`config.mk`:
```
export PLATFORM = sky130hd
export DESIGN_NAME = rat_ckpt_table
export DESIGN_NICKNAME = d
export VERILOG_FILES = /design/src/rtl/rat_pkg.sv /design/src/rtl/rat_lane_xlate.sv /design/src/rtl/rat_ckpt_slot.sv /design/src/rtl/rat_ckpt_ctrl.sv /design/src/rtl/rat_ckpt_table.sv
export SDC_FILE = /design/constraint.sdc
export NUM_CORES = 1
export LEC_CHECK = 0
export BUFFER_PORTS_ARGS = -buffer_cell sky130_fd_sc_hd__buf_4
export CORE_ASPECT_RATIO = 1.1
export CORE_MARGIN = 5
export CORE_UTILIZATION = 25
export CTS_BUF_LIST = sky130_fd_sc_hd__clkbuf_8
export DETAILED_ROUTE_END_ITERATION = 7
export PLACE_DENSITY = 0.42
export SLEW_MARGIN = 40
export SYNTH_ARGS = -nofsm -noshare
export SYNTH_HDL_FRONTEND = slang
export SYNTH_SLANG_ARGS = --single-unit
```
`constraint.sdc`:
```
create_clock -name clk -period 2.4 [get_ports clk]
set_input_delay 0 -clock clk [delete_from_list [all_inputs] [get_ports clk]]
set_output_delay 0 -clock clk [all_outputs]
set_load 0.02 [all_outputs]
```
`src/rtl/rat_pkg.sv`:
```
package rat_pkg;
    localparam int DEF_ARCH_N = 16;
    localparam int DEF_PHYS_W = 6;
    localparam int DEF_LANES  = 2;
    localparam int DEF_NCK    = 4;
endpackage

```
`src/rtl/rat_lane_xlate.sv`:
```
module rat_lane_xlate #(
    parameter int ARCH_N = 16,
    parameter int ARCH_W = 4,
    parameter int PHYS_W = 6,
    parameter int LANES  = 2
) (
    input  logic [ARCH_N-1:0][PHYS_W-1:0] map_q,
    input  logic [LANES-1:0][ARCH_W-1:0]  src_a,
    input  logic [LANES-1:0][ARCH_W-1:0]  src_b,
    input  logic [LANES-1:0][ARCH_W-1:0]  dst,
    input  logic [LANES-1:0]              dst_en,
    input  logic [LANES-1:0][PHYS_W-1:0]  dst_new,
    output logic [LANES-1:0][PHYS_W-1:0]  a_phys,
    output logic [LANES-1:0][PHYS_W-1:0]  b_phys,
    output logic [LANES-1:0][PHYS_W-1:0]  o_phys,
    output logic [ARCH_N-1:0][PHYS_W-1:0] map_upd
);
    // Lane j starts from the committed map and is overridden by every
    // enabled lane below it, in ascending order, so the nearest one wins.
    always_comb begin
        map_upd = map_q;
        for (int j = 0; j < LANES; j++) begin
            a_phys[j] = map_q[src_a[j]];
            b_phys[j] = map_q[src_b[j]];
            o_phys[j] = map_q[dst[j]];
            for (int i = 0; i < j; i++) begin
                if (dst_en[i]) begin
                    if (dst[i] == src_a[j]) a_phys[j] = dst_new[i];
                    if (dst[i] == src_b[j]) b_phys[j] = dst_new[i];
                    if (dst[i] == dst[j])   o_phys[j] = dst_new[i];
                end
            end
            if (dst_en[j]) map_upd[dst[j]] = dst_new[j];
        end
    end
endmodule

```
`src/rtl/rat_ckpt_slot.sv`:
```
module rat_ckpt_slot #(
    parameter int ARCH_N = 16,
    parameter int PHYS_W = 6
) (
    input  logic                          clk,
    input  logic                          rst_n,
    input  logic                          cp_in,
    input  logic                          cp_out,
    input  logic [ARCH_N-1:0][PHYS_W-1:0] snap_in,
    output logic [ARCH_N-1:0][PHYS_W-1:0] snap_out
);
    logic [ARCH_N-1:0][PHYS_W-1:0] store_d, store_q;

    always_comb begin
        store_d = store_q;
        if (cp_in) store_d = snap_in;
    end

    always_ff @(posedge clk) begin
        if (!rst_n) store_q <= '0;
        else        store_q <= store_d;
    end

    // Copy-out gate: only the selected slot drives the shared restore bus.
    assign snap_out = cp_out ? store_q : '0;
endmodule

```
`src/rtl/rat_ckpt_ctrl.sv`:
```
module rat_ckpt_ctrl #(
    parameter int NCK   = 4,
    parameter int CK_W  = $clog2(NCK),
    parameter int TAG_W = CK_W + 1
) (
    input  logic             clk,
    input  logic             rst_n,
    input  logic             policy_sel,
    input  logic             br_valid,
    input  logic             br_low_conf,
    input  logic             undo_busy,
    input  logic             ck_free,
    input  logic             rec_valid,
    input  logic             rec_exact,
    input  logic [TAG_W-1:0] rec_tag,
    output logic             grant,
    output logic [TAG_W-1:0] grant_tag,
    output logic [NCK-1:0]   cp_in,
    output logic [NCK-1:0]   cp_out,
    output logic             restore_en,
    output logic [CK_W-1:0]  restore_slot,
    output logic [NCK-1:0]   slot_valid,
    output logic             rec_hit,
    output logic             rec_walk
);
    typedef struct packed {
        logic [TAG_W-1:0]            head;
        logic [TAG_W-1:0]            tail;
        logic [NCK-1:0]              vld;
        logic [NCK-1:0][TAG_W-1:0]   tags;
        logic                        hit;
        logic                        walk;
    } ctrl_st_t;

    ctrl_st_t st_d, st_q;

    logic [TAG_W-1:0] in_use;
    logic             full;
    logic             want;
    logic             match;
    logic [CK_W-1:0]  head_slot;
    logic [CK_W-1:0]  tail_slot;
    logic [CK_W-1:0]  rage;
    logic [CK_W-1:0]  age;

    always_comb begin
        st_d       = st_q;
        in_use     = st_q.tail - st_q.head;
        full       = (in_use == TAG_W'(NCK));
        head_slot  = st_q.head[CK_W-1:0];
        tail_slot  = st_q.tail[CK_W-1:0];
        want       = br_valid && (!policy_sel || br_low_conf) && !rec_valid && !undo_busy;
        grant      = want && !full;
        grant_tag  = st_q.tail;
        cp_in      = '0;
        cp_out     = '0;
        restore_slot = rec_tag[CK_W-1:0];
        match      = st_q.vld[restore_slot] && (st_q.tags[restore_slot] == rec_tag);
        restore_en = rec_valid && match;
        rage       = restore_slot - head_slot;
        age        = '0;

        st_d.hit   = restore_en;
        st_d.walk  = rec_valid && (!rec_exact || !match);

        if (rec_valid) begin
            if (match) begin
                cp_out[restore_slot] = 1'b1;
                st_d.tail = rec_tag;
                // Release the restored slot and everything allocated after it.
                for (int i = 0; i < NCK; i++) begin
                    age = CK_W'(i) - head_slot;
                    if (age >= rage) st_d.vld[i] = 1'b0;
                end
            end
        end else begin
            if (ck_free && (in_use != '0)) begin
                st_d.vld[head_slot] = 1'b0;
                st_d.head = st_q.head + 1'b1;
            end
            if (grant) begin
                cp_in[tail_slot]     = 1'b1;
                st_d.vld[tail_slot]  = 1'b1;
                st_d.tags[tail_slot] = st_q.tail;
                st_d.tail            = st_q.tail + 1'b1;
            end
        end
    end

    always_ff @(posedge clk) begin
        if (!rst_n) st_q <= '0;
        else        st_q <= st_d;
    end

    assign slot_valid = st_q.vld;
    assign rec_hit    = st_q.hit;
    assign rec_walk   = st_q.walk;
endmodule

```
`src/rtl/rat_ckpt_table.sv`:
```
module rat_ckpt_table
    import rat_pkg::*;
#(
    parameter int ARCH_N = DEF_ARCH_N,
    parameter int PHYS_W = DEF_PHYS_W,
    parameter int LANES  = DEF_LANES,
    parameter int NCK    = DEF_NCK,
    localparam int ARCH_W = $clog2(ARCH_N),
    localparam int CK_W   = $clog2(NCK),
    localparam int TAG_W  = CK_W + 1
) (
    input  logic                         clk,
    input  logic                         rst_n,
    input  logic                         policy_sel,
    input  logic [LANES-1:0][ARCH_W-1:0] ren_src_a,
    input  logic [LANES-1:0][ARCH_W-1:0] ren_src_b,
    input  logic [LANES-1:0][ARCH_W-1:0] ren_dst,
    input  logic [LANES-1:0]             ren_dst_en,
    input  logic [LANES-1:0][PHYS_W-1:0] ren_dst_new,
    output logic [LANES-1:0][PHYS_W-1:0] ren_src_a_phys,
    output logic [LANES-1:0][PHYS_W-1:0] ren_src_b_phys,
    output logic [LANES-1:0][PHYS_W-1:0] ren_old_phys,
    input  logic                         br_valid,
    input  logic                         br_low_conf,
    output logic                         br_ckpt_got,
    output logic [TAG_W-1:0]             br_ckpt_tag,
    input  logic                         ck_free,
    input  logic                         rec_valid,
    input  logic                         rec_exact,
    input  logic [TAG_W-1:0]             rec_tag,
    output logic                         rec_hit,
    output logic                         rec_walk,
    input  logic                         undo_valid,
    input  logic [ARCH_W-1:0]            undo_arch,
    input  logic [PHYS_W-1:0]            undo_phys
);
    typedef logic [ARCH_N-1:0][PHYS_W-1:0] map_t;

    typedef struct packed {
        map_t map;
    } top_st_t;

    top_st_t st_d, st_q;

    map_t             map_upd;
    map_t             restore_bus;
    map_t             slot_out [NCK];
    logic [NCK-1:0]   cp_in;
    logic [NCK-1:0]   cp_out;
    logic [NCK-1:0]   ck_valid;
    logic             restore_en;
    logic [CK_W-1:0]  restore_slot;

    rat_lane_xlate #(
        .ARCH_N (ARCH_N),
        .ARCH_W (ARCH_W),
        .PHYS_W (PHYS_W),
        .LANES  (LANES)
    ) xlate_i (
        .map_q   (st_q.map),
        .src_a   (ren_src_a),
        .src_b   (ren_src_b),
        .dst     (ren_dst),
        .dst_en  (ren_dst_en),
        .dst_new (ren_dst_new),
        .a_phys  (ren_src_a_phys),
        .b_phys  (ren_src_b_phys),
        .o_phys  (ren_old_phys),
        .map_upd (map_upd)
    );

    rat_ckpt_ctrl #(
        .NCK   (NCK),
        .CK_W  (CK_W),
        .TAG_W (TAG_W)
    ) ctrl_i (
        .clk          (clk),
        .rst_n        (rst_n),
        .policy_sel   (policy_sel),
        .br_valid     (br_valid),
        .br_low_conf  (br_low_conf),
        .undo_busy    (undo_valid),
        .ck_free      (ck_free),
        .rec_valid    (rec_valid),
        .rec_exact    (rec_exact),
        .rec_tag      (rec_tag),
        .grant        (br_ckpt_got),
        .grant_tag    (br_ckpt_tag),
        .cp_in        (cp_in),
        .cp_out       (cp_out),
        .restore_en   (restore_en),
        .restore_slot (restore_slot),
        .slot_valid   (ck_valid),
        .rec_hit      (rec_hit),
        .rec_walk     (rec_walk)
    );

    for (genvar g = 0; g < NCK; g++) begin : g_slot
        rat_ckpt_slot #(
            .ARCH_N (ARCH_N),
            .PHYS_W (PHYS_W)
        ) slot_i (
            .clk      (clk),
            .rst_n    (rst_n),
            .cp_in    (cp_in[g]),
            .cp_out   (cp_out[g]),
            .snap_in  (map_upd),
            .snap_out (slot_out[g])
        );
    end

    // At most one slot drives a non-zero value, so an OR merges the bus.
    always_comb begin
        restore_bus = '0;
        for (int k = 0; k < NCK; k++) restore_bus = restore_bus | slot_out[k];
    end

    always_comb begin
        st_d = st_q;
        if (restore_en) begin
            st_d.map = restore_bus;
        end else if (rec_valid) begin
            st_d.map = st_q.map;
        end else if (undo_valid) begin
            st_d.map[undo_arch] = undo_phys;
        end else begin
            st_d.map = map_upd;
        end
    end

    always_ff @(posedge clk) begin
        if (!rst_n) begin
            for (int k = 0; k < ARCH_N; k++) st_q.map[k] <= PHYS_W'(k);
        end else begin
            st_q <= st_d;
        end
    end
endmodule

```
* After elaboration in Yosys (flattened, before gate mapping)
Cells that the tools add are included.
** Storage, ports and cells
- Register bits :: 504
- Latch bits :: 0
- Bits in writable memories :: 0
- Bits in read-only memories :: 0
- Memories kept :: 0
** Operators by class
- $add $sub $neg :: 8
- Multipliers :: 0
- Divide/modulo/power cells :: 0
- $lt $le $gt $ge :: 20
- Equality and inequality tests :: 11
- Shifts and indexed selects :: 0
- Mux-type cells :: 62
- Bitwise operators :: 7
- Reduce and logical (&&, ||, !) cells :: 31
** Operators by type and width (count)
- $mux W96 :: 9
- $bwmux W96 :: 3
- $or A96 B96 Y96 :: 3
- $bmux W6 S4 :: 6
- $mux W6 :: 15
- $demux W6 S4 :: 3
- $lt A4 B5 Y1 const B :: 7
- $mux W4 :: 6
- $mux W19 :: 1
- $logic_and A1 B1 Y1 :: 14
- $mux W7 :: 2
- $reduce_and A2 Y1 :: 7
- $bwmux W12 :: 1
- $eq A4 B4 Y1 :: 3
- $ge A4 B1 Y1 const B :: 3
- $ne A2 B1 Y1 const B :: 6
- $lt A2 B3 Y1 const B :: 3
- $ge A2 B2 Y1 :: 4
- $mux W1 :: 8
- $add A3 B1 Y3 const B :: 2
- $bmux W3 S2 :: 1
- $demux W1 S2 :: 3
- $demux W3 S2 :: 1
- $ge A2 B1 Y1 const B :: 3
- 16 further kinds :: 25

* Depth between registers and ports, before layout
- Depth after elaboration :: 11
- Mapped depth :: 12
- Depth with buffers taken out :: 9

* By module
A second synthesis with hierarchy kept.
** Second synthesis, totals
- Cell total of the unflattened synthesis :: 3350
- Area total of the unflattened synthesis :: 32439.9 µm²
** By module, submodules not included
- rat_ckpt_slot :: times used 4, cells each 415, area each 4301.6 µm²
- rat_lane_xlate :: times used 1, cells each 702, area each 7541.0 µm²
- rat_ckpt_table :: times used 1, cells each 812, area each 6128.4 µm²
- rat_ckpt_ctrl :: times used 1, cells each 176, area each 1564.0 µm²

* Worst setup path before layout
No wires, ideal clock.
- Kind :: input-to-reg
- Start :: in rec_tag[0]
- End :: reg ctrl_i.st_q, in the netlist ctrl_i.slot_valid[0]
- Setup time :: 0.148 ns
- Arrival :: 2.285 ns
- Setup slack :: -0.032 ns
- Cell stages on the path :: 12
- Buffers on the path :: 4
- Path through :: buf_2 buf_2 buf_2 buf_1 nor2_1 fa_1 ha_1 nand2_1 a2bb2oi_1 o21ai_0 o2111ai_1 o311ai_0
** On the way
- Cells in the longest elaborated chain, start to end :: 6
** RTL lines
- start: declaration :: RTL line rat_ckpt_table.sv:30 : input logic [TAG_W-1:0] rec_tag,
- $bmux W3 S2 :: RTL line rat_ckpt_ctrl.sv:58 : match = st_q.vld[restore_slot] && (st_q.tags[restore_slot] == rec_tag);
- $mux W3 (implied by the code) :: RTL line rat_ckpt_ctrl.sv:58
- $eq A3 B3 Y1 :: RTL line rat_ckpt_ctrl.sv:58
- $logic_and A1 B1 Y1 :: RTL line rat_ckpt_ctrl.sv:58
- $ne A2 B1 Y1 (no source line)
- $reduce_and A2 Y1 (no source line) (*)
- end signal: assignment :: RTL line rat_ckpt_ctrl.sv:92 : else st_q <= st_d;
- end: declaration :: RTL line rat_ckpt_ctrl.sv:35 : ctrl_st_t st_d, st_q;
Every way passes the cells marked *; elsewhere a longest branch is shown, timed or not. The select of a mux whose other input is x is not followed.
A chain may end at the register's enable or synchronous reset.

==> summary.md <==
| Metric | Value |
|---|---|
| Die Y | 373.2 um |
| Drt total wl | 133,700 um |
| Synthesized cell area | 29,970 um^2 |
| Via-to-Cell Ratio | 5.495 |
| Yosys cell types | 70 |
| Most common cell after layout, fill and taps aside | nand2_1 |
| Drt wl/cell | 25.80 um |
| Setup_tns | -1102 ps |
| Die width | 340.1 um |
| Syn Area/Cell | 8.963 um^2 |
| Max_slew headroom | 0.4750 |
| Synth warn | 0 |
| GRT overflow | 0 |
| Syn Inst Count | roughly 3.3k |
| Worst reg-to-reg path cell count | 6 |
| Main synth FF type | dfxtp_1 |
| Leak Pwr | ~13 nW |
| H-tree depth | 3 |
| Net Count, Synth | 3,418 |
| DP Area | 34,000 um^2 |
| Final worst-path cycle share | 1.097 |
| Initial antenna violation count | 8 |
| Peak supply drop | approximately 400 uV |
| Starting Density | 0.2512 |
| Failing checks | negative setup slack |
| Worst path slowest cell | mux4_2 |
| Clk slew on worst S/H paths | 80 ps |
| Clock tree root driver cell | clkbuf_8 |
| Number of flops mapped to enable cells by yosys | 0 |
| Remaining DRCs | 0 |
| Fmax | between 300 and 400 MHz |
| Flop2flop setup slack | 160 ps |
| CP Cell Sequence | mux4_2 > mux4_2 > mux2_4 > buf_6 |
| TritonCTS clock tree | yes |
| Final Worst Setup Slack | -232.1 ps |
| Fin. max-slew vios | 0 |
| Vias in the first global route | ~28k |
| Final setup vio count | 19 |
| Final min period | 2632 ps |
| Tot GR Track Use | 0.2017 |
| Layout cells sized above 1 | 0.2796 |
| Most frequent cells in the layout | 640 x nand2_1, 421 x dfxtp_1, 343 x buf_4 |
| DP Wirelength | 89,600 um |
| Clock skew | 46.68 ps |
| Crit path kind | reg2out |
| Hold path depth | 7 |
| Req. time, crit path | 2400 ps |
| Critical path arrival | 2630 ps |
| Largest net degree at the start of global routing | 94 |
| Final Hold Fails | 0 |
| Via count | approximately 28k |
| Tightest Hold Check Type | in2reg |
| Worst-Skew Late Latency | between 700 and 800 ps |
| Crit Path Max Fanout | 7 |
| Final ANT Viol Nets | 0 |
| P per Cell Area | 562.9 nW/um^2 |
| Slowest stage delay, CP | 550 ps |
| First-pass GRT wire length | 194,700 um |
| Async set-reset flop share out of synthesis | 0 |
| Cell row count | 133 |
| Sink Count | 504 |
| I/O Pins | roughly 100 |
| DR iter-0 viols | roughly 2.8k |
| Slew @ Worst Pin | 783.9 ps |
| Cts bufs inserted | 95 |
| Nets | 3,626 |
| Die Area | around 130,000 um^2 |
| Status | complete, but fails checks |
| Most common cell on crit path | mux4_2 |
| First drt pass iteration count | 7 |
| CP Capture Type | primary output |
| PortBufs | between 100 and 150 |
| Synthesis-to-layout area growth | 24.66% |
| Core area | 119,300 um^2 |
| Clock Path Buffers | 3 |
| GPL Wtd Cong | slightly above 0.9 |
| Post-route design area | 37,360 um^2 |
| Sequential share of the synthesized area | 0.3366 |
| Synth Register Bits | 504 |
| Final core utilization | 0.3132 |
| Worst setup SP type | flip-flop |
| Unrepaired setup endpoints after global routing | yes |
| Max-cap viol count | 0 |
[state kept, by name, indices dropped and copies added, names as in the netlist]
signal and cells:
g_slot.slot_i.store_q 384, st_q 96, ctrl_i.st_q 13, ctrl_i.slot_valid 4, ctrl_i.grant_tag 3, ctrl_i.head_slot 2, ctrl_i.rec_hit 1, ctrl_i.rec_walk 1
[worst max-delay path, delay by kind of cell (launching register included)]
| kind | cells | cell delay (ps) |
|---|---|---|
| DFF | 1 | 390 |
| muxes | 3 | 1360 |
| buffers and inverters | 1 | 130 |
[repair_timing]
item	CTS	global route
setup endpoints to repair	37	35
hold buffers	37	0
resized for setup	205	24
hold endpoints to repair	372	0
pin swaps	22	7
setup buffers	38	2
[power breakdown]
group / leakage (nW) / internal, mW / switching [mW]
registers: 4.10 / 8.47 / 0.198
clock network: 1.16 / 4.95 / 4.08
logic: 7.51 / 1.33 / 2.01
[cells by family after synthesis]
logic type / after synthesis / share of synthesized area
multiplexers: 489 / 0.2733
buffers and inverters: 368 / 0.05243
adder cells (fa/ha/maj): 14 / 0.006345
AO/OA/AOI/OAI: 807 / 0.1536
XOR/XNOR: 18 / 0.005761
flip-flops: 504 / 0.3366
AND/OR/NAND/NOR: 1144 / 0.1719
[per-stage QoR]
| step | total power, mW | setup WS, ps | std cells | hold slack, ps |
|---|---|---|---|---|
| finish | 21.03 | -232.1 | 5183 | 98.31 |
| global placement | 11.96 | 108.8 | 4935 | 184.3 |
| global route | 21.87 | -294.0 | 5179 | 86.65 |
| CTS | 21.23 | -295.3 | 5176 | 19.16 |
| detailed placement | 11.95 | 145.8 | 4935 | 183.1 |
| floorplan | 10.53 | 109.1 | 3344 | 91.91 |
[cell type report]
| cell class | instances | area (um^2) |
|---|---|---|
| antenna | 5 | 12.51 |
| clock buffer | 116 | 1597 |
| clock inverter | 55 | 422.9 |
| fill | 12496 | 81950 |
| inverter | 15 | 63.81 |
| multi-input combinational | 2472 | 18810 |
| sequential | 504 | 10290 |
| tap | 1552 | 1942 |
| timing repair buffer | 464 | 4233 |
[worst paths after layout]
path                                                   start                            to
worst max-delay path                                st_q[26]             ren_src_a_phys[8]
worst min-delay path                            undo_arch[2]                      st_q[55]
worst max register to register                ctrl_i.st_q[7]                      st_q[54]
worst min register to register  g_slot[2].slot_i.store_q[12]  g_slot[2].slot_i.store_q[12]
[cell usage after synthesis (7+ instances only)]
library cell  count  area [um^2]
a2111oi_0        16        140.1
a211oi_1         30        225.2
a21o_1            8        60.06
a21oi_1         339         1697
a221o_1           8        80.08
a311oi_1         17        148.9
a31oi_1          63        394.1
and3_1           10        62.56
and3b_1          12        105.1
buf_1            33        123.9
buf_2            83        415.4
buf_4             7        52.55
buf_6             8        90.09
clkbuf_1        222        833.3
dfxtp_1         504        10090
ha_1             12        150.1
inv_1            13        48.80
mux2_2           26        292.8
mux2i_1         202         2022
mux4_2          261         5878
nand2_1         642         2410
nand2b_1         10        62.56
nand3_1         149        745.7
nand4b_1          7        61.31
nor2_1          120        450.4
nor2b_1          22        137.6
nor3_1           98        490.5
nor3b_1           7        52.55
nor4b_1          28        245.2
o21ai_0         265         1326
o221ai_1         17        148.9
or2_2            11        68.82
xor2_1           10        87.58
[layer usage]
metal | share of wire | GRT usage | wire [um]
met5 | 0 | 0 | 0
met4 | 0.035 | 0.06949 | 4659
met3 | 0.079 | 0.04245 | 10550
met2 | 0.45 | 0.3173 | 60110
met1 | 0.44 | 0.2754 | 58420
No activity file was read; power rests on OpenSTA's default activity.
